--- config.mk ---
export PLATFORM = sky130hd
export DESIGN_NAME = irq_status_reg
export DESIGN_NICKNAME = d
export VERILOG_FILES = /design/src/rtl/irq_status_pkg.sv /design/src/rtl/irq_status_ctrl.sv /design/src/rtl/irq_status_dp.sv /design/src/rtl/irq_status_reg.sv
export SDC_FILE = /design/constraint.sdc
export NUM_CORES = 1
export LEC_CHECK = 0
export CAP_MARGIN = 20
export CORE_MARGIN = 1
export CORE_UTILIZATION = 36
export DETAILED_ROUTE_END_ITERATION = 7
export PLACE_DENSITY_LB_ADDON = 0.08
export SLEW_MARGIN = 25
export SYNTH_ARGS = -nofsm -noshare
export SYNTH_HDL_FRONTEND = slang
export SYNTH_HIERARCHICAL = 1
export SYNTH_SLANG_ARGS = --single-unit
--- constraint.sdc ---
create_clock -name clk -period 3.2 [get_ports clk]
set_input_delay 0.32 -clock clk [delete_from_list [all_inputs] [get_ports clk]]
set_output_delay 0.32 -clock clk [all_outputs]
set_load 0.1 [all_outputs]
--- src/rtl/irq_status_pkg.sv ---
package irq_status_pkg;
  localparam int NUM_EVT = 8;
  localparam int DATA_W  = 16;

  // Events qualified by auto-negotiation enable (speed, duplex).
  localparam logic [NUM_EVT-1:0] ANEG_GATED = 8'b0000_0101;
  // Events qualified by a full advertised-ability field (downshift).
  localparam logic [NUM_EVT-1:0] ABIL_GATED = 8'b0100_0000;

  // Word bit position of each event index.
  localparam int BIT_POS [NUM_EVT] = '{14, 13, 12, 11, 10, 9, 2, 0};
  localparam int SUMMARY_BIT = 15;

  typedef struct packed {
    logic               readHit;
    logic [NUM_EVT-1:0] evtGate;
  } ctrlStrobeT;

  function automatic logic [DATA_W-1:0] packWord(input logic [NUM_EVT-1:0] causes);
    logic [DATA_W-1:0] word;
    word = '0;
    for (int i = 0; i < NUM_EVT; i++) word[BIT_POS[i]] = causes[i];
    word[SUMMARY_BIT] = |causes;
    return word;
  endfunction
endpackage

--- src/rtl/irq_status_ctrl.sv ---
module irq_status_ctrl
  import irq_status_pkg::*;
#(
  parameter int ADDR_W   = 5,
  parameter int REG_ADDR = 26,
  parameter int ABIL_W   = 4
) (
  input  logic              clk,
  input  logic              rst,
  input  logic              rdStrobe,
  input  logic [ADDR_W-1:0] rdAddr,
  input  logic              anegEnable,
  input  logic [ABIL_W-1:0] advAbility,
  output ctrlStrobeT        strobes
);
  logic abilFull;

  always_comb begin
    abilFull        = &advAbility;
    strobes.readHit = rdStrobe && (rdAddr == ADDR_W'(REG_ADDR));
    for (int i = 0; i < NUM_EVT; i++) begin
      strobes.evtGate[i] = (!ANEG_GATED[i] || anegEnable) &&
                           (!ABIL_GATED[i] || abilFull);
    end
  end

  // speed and duplex gates closed while auto-negotiation is off
  a_r7_aneg_gate: assert property (@(posedge clk) disable iff (rst)
    !anegEnable |-> !strobes.evtGate[0] && !strobes.evtGate[2]);

  // downshift gate closed unless the ability field is complete
  a_r8_abil_gate: assert property (@(posedge clk) disable iff (rst)
    (advAbility != '1) |-> !strobes.evtGate[6]);
endmodule

--- src/rtl/irq_status_dp.sv ---
module irq_status_dp
  import irq_status_pkg::*;
(
  input  logic               clk,
  input  logic               rst,
  input  logic [NUM_EVT-1:0] evtPulse,
  input  ctrlStrobeT         strobes,
  output logic [DATA_W-1:0]  rdData,
  output logic               pending
);
  logic [NUM_EVT-1:0] causes;
  logic [NUM_EVT-1:0] admitted;

  assign admitted = evtPulse & strobes.evtGate;

  for (genvar g = 0; g < NUM_EVT; g++) begin : g_cause
    logic bitQ;
    always_ff @(posedge clk) begin
      if (rst) bitQ <= 1'b0;
      else     bitQ <= (bitQ && !strobes.readHit) || admitted[g];
    end
    assign causes[g] = bitQ;
  end

  assign pending = |causes;
  assign rdData  = strobes.readHit ? packWord(causes) : '0;

  // an admitted event during a clearing read survives the clear
  a_r5_event_kept: assert property (@(posedge clk) disable iff (rst)
    (strobes.readHit && (admitted != '0)) |=>
      ((causes & $past(admitted)) == $past(admitted)));

  // a read with no new event leaves nothing latched
  a_r4_read_clears: assert property (@(posedge clk) disable iff (rst)
    (strobes.readHit && (admitted == '0)) |=> (causes == '0));

  // without a read, latched bits never drop
  a_r2_sticky: assert property (@(posedge clk) disable iff (rst)
    !strobes.readHit |=> ((causes & $past(causes)) == $past(causes)));
endmodule

--- src/rtl/irq_status_reg.sv ---
module irq_status_reg
  import irq_status_pkg::*;
#(
  parameter int ADDR_W   = 5,
  parameter int REG_ADDR = 26,
  parameter int ABIL_W   = 4
) (
  input  logic               clk,
  input  logic               rst,
  input  logic [NUM_EVT-1:0] evtPulse,
  input  logic               anegEnable,
  input  logic [ABIL_W-1:0]  advAbility,
  input  logic               rdStrobe,
  input  logic [ADDR_W-1:0]  rdAddr,
  output logic [DATA_W-1:0]  rdData,
  output logic               irqN
);
  ctrlStrobeT strobes;
  logic       pending;

  irq_status_ctrl #(.ADDR_W(ADDR_W), .REG_ADDR(REG_ADDR), .ABIL_W(ABIL_W)) u_ctrl (
    .clk(clk), .rst(rst), .rdStrobe(rdStrobe), .rdAddr(rdAddr),
    .anegEnable(anegEnable), .advAbility(advAbility), .strobes(strobes)
  );

  irq_status_dp u_dp (
    .clk(clk), .rst(rst), .evtPulse(evtPulse), .strobes(strobes),
    .rdData(rdData), .pending(pending)
  );

  assign irqN = !pending;

  // the line agrees with the summary bit whenever the word is read
  a_r10_irq_line: assert property (@(posedge clk) disable iff (rst)
    (rdStrobe && rdAddr == ADDR_W'(REG_ADDR)) |-> (rdData[15] == !irqN));
endmodule

==> run summary <==
The run finished with clean final reports. The via density per instance came out at 4.28. The diode insertion count for antenna repair came out at 0. The deepest clock path buffer count is 2. The sum of negative setup slack is 0 ps. The total clock buffers created by CTS came out at 3. Across the run, the number of max-cap violations was 0. Synthesis handed over a netlist of 67 instances. The overall die width is 41.3 µm. The final layout contains 116 nets. After synthesis, the cell types taking the most area are sky130_fd_sc_hd__dfxtp_1, sky130_fd_sc_hd__buf_4, sky130_fd_sc_hd__and2_1. The fraction of layout cells with a size suffix above 1 came out at 19.4%. After detailed routing, the average wire length per cell comes to 9.06 µm. Data on the critical path arrives at its endpoint at 2050 ps.

The core area is 0.00137 mm². The clock latency at the later pin of the worst-skew pair came out at between 200 and 300 ps. The area after detailed placement is ~760 µm². The startpoint type of the worst setup path is an input pin. In this run the static leakage power is 0.344 nW. The starting density of the core came out at around two fifths.

The count of routing violations after the opening detailed-route iteration is 6. Sequential cells account for 39.4% of the total power. Setup violations remaining at the end of the flow were counted as 0. The worst-path maximum fanout came out at 17. Setup slack closes at 827 ps.

The synthesis-to-finish area growth came out at 40.8%. The top-area cell type share of the netlist area came out at between 20 and 30%. The synthesis-stage register bit count came out at 8. The internal power contribution came out at 0.000183 W. The total overflow reported by the global router is 0. Between clock sinks in the finished design, the worst skew comes to 0 ps.

Row generation in the floorplan step produced 13 rows. At the end of routability-driven placement, the weighted congestion stood at 0.616. The tightest slew margin relative to the limit is 56.4%.

Timing would allow up to about 0.42 GHz. The setup slack at placement came out at 818 ps. The number of global-route vias before repair is 373.

After synthesis, the netlist uses 18 different library cells. The post-cts gate resize count is 0. The first-pass GRT wire length is roughly 1500 µm.

Across every metal layer, demand over resource in global routing totals 13.9%. The final hold slack is 491 ps. Summed over all instances, the cell type with the most area after synthesis is sky130_fd_sc_hd__dfxtp_1. The path class of the lowest-slack min-delay path is flip-flop to flip-flop. Leaving out fill and tap cells, the most frequent cell in the layout is sky130_fd_sc_hd__clkdlybuf4s50_1. The share of power burned in the clock network is between 20% and 30%. Clock-pin slew was measured on the worst setup and hold paths at around 50 ps. The post-synthesis area per instance came out at 8.29 µm². The largest registers in the layout are u_dp/g_cause.bitQ (8).

Buffers inserted to repair hold after CTS numbered 0. TritonCTS built the clock tree. The maximum ir drop on the vdd rail came out at 0.000302 V. The sequential share of the synthesized area is 28.8%. The number of search-and-repair iterations in the first detailed-routing pass came out at 4. The total number of yosys warnings is 6.

The count of pins over their slew limit came out at 0. Once detailed placement completed, the half-perimeter wirelength came to 825 µm. The slew at the pin closest to its max-slew limit is 651 ps.

The global routing stage identified its most utilized layer as met2. Once the clock tree was built, the setup fixing pass inserted 0 buffers. The flip-flop count of the largest register, all copies and words added came out at 8.

The die footprint is 0.00170 mm². In this run the tool buffered the top-level ports with 30 buffer cells. The required time reported for the critical path endpoint is 2880 ps. Setup repair after global routing left no endpoint under its margin. The number of failing hold endpoints at the final stage is 0. The routing usage on met2 came out at between 20 and 25%. In this run the power density over the cells is 367 mW/mm².

The count of clock tree sinks is 8. The number of H-tree levels came out at 1. The overall power came out at 0.000287 W. The met1 usage in global routing is between 10% and 20%. The clock root buffer master is sky130_fd_sc_hd__clkbuf_4. The remaining antenna violation count came out at 0. The I/O pin count is 38.

The register with the most flip-flops in the final layout is u_dp/g_cause.bitQ. The routed via count came out at 462. In the layout the commonest cells are sky130_fd_sc_hd__clkdlybuf4s50_1, sky130_fd_sc_hd__conb_1, sky130_fd_sc_hd__buf_4, sky130_fd_sc_hd__nand2_1. The floorplan step set the die height to 41.3 µm.

The cell area after layout came out at between 700 and 800 µm². The post-layout minimum cycle time came out at 2370 ps. The largest net degree at the start of global routing came out at 18. The part of the cycle the worst path needs is between 70% and 80%. The switching share of power is 36.2%. After detailed routing, the number of remaining DRC violations is 0. The area of the mapped netlist came out at 556 µm².

For this design the total switching power over the nets is 0.000104 W. The global-route met3 utilization came out at 8.15%. The final wirelength came out at around 1000 µm. The kind of end point of the critical path is an output pin. The number of antenna violations at the first check in global routing came out at 0. The setup path with the least slack is of type input pin to output pin. Combinational cells account for between 30% and 40% of the total power.
[final cells by class]
type,instances,area (µm²)
flip-flops and latches,8,160
multi-input cells,51,302
fillers,141,584
inverters,1,3.75
clock buffers,3,22.5
repair buffers,30,275
well taps,15,18.8
[power groups by stage]
stage,logic (W),clock network (W),registers (W)
after floorplan,0.0000819,0,0.000114
after global placement,0.0000972,0,0.000115
after detailed placement,0.0000982,0,0.000115
after CTS,0.0000984,0.0000807,0.000113
after global routing,0.000105,0.0000872,0.000114
final,0.0000978,0.0000761,0.000113
[Yosys cell counts]
cell type	count
sky130_fd_sc_hd__clkbuf_1	1
sky130_fd_sc_hd__dfxtp_1	8
sky130_fd_sc_hd__buf_4	15
sky130_fd_sc_hd__nand2_1	9
sky130_fd_sc_hd__nand4b_1	1
sky130_fd_sc_hd__and4_1	1
sky130_fd_sc_hd__inv_1	1
sky130_fd_sc_hd__nand2b_1	7
sky130_fd_sc_hd__nand2b_4	1
sky130_fd_sc_hd__a21boi_1	1
sky130_fd_sc_hd__buf_6	1
sky130_fd_sc_hd__nor4_2	1
sky130_fd_sc_hd__and2_1	8
sky130_fd_sc_hd__a21oi_2	1
sky130_fd_sc_hd__a21oi_1	7
sky130_fd_sc_hd__nor3b_2	1
sky130_fd_sc_hd__nor4_4	1
sky130_fd_sc_hd__conb_1	2
[worst paths after layout]
path / slack (ps) / depth (start not counted) / end / start
min: 490 / 2 / u_dp/g_cause[6].bitQ / u_dp/g_cause[6].bitQ
max reg2reg: 2520 / 2 / u_dp/g_cause[0].bitQ / u_dp/g_cause[0].bitQ
min reg2reg: 490 / 2 / u_dp/g_cause[6].bitQ / u_dp/g_cause[6].bitQ
max: 830 / 5 / rdData[15] / rdAddr[2]
[layer usage]
metal / up-vias / part of all wire [%]
met5: - / 0
met4: 0 / 0
met3: 0 / 8.2
met2: 19 / 52
met1: 203 / 40
li1: 240 / -
[kinds of logic (layout without fill, tap and decap cells)]
kind of cell	count (synthesis)	after routing	share of synthesized area, %
AO/OA/AOI/OAI	9	9	9.23
buffers and inverters	18	34	23.6
flip-flops	8	8	28.8
other	2	12	1.35
AND/OR/NAND/NOR	30	30	36.9
[metrics by stage]
step                      instances  utilization, %
after CTS                       108            57.2
after floorplan                  77               -
final                           108            57.2
after global routing            108            57.2
after detailed placement        105            55.6
after global placement          105            55.6
[critical path: stages]
cell and delay (ps):
sky130_fd_sc_hd__clkdlybuf4s50_1 410, sky130_fd_sc_hd__nand4b_1 200, sky130_fd_sc_hd__nor3b_2 590, sky130_fd_sc_hd__a21boi_1 230, sky130_fd_sc_hd__buf_4 300
Power figures use the tool's default switching activity.
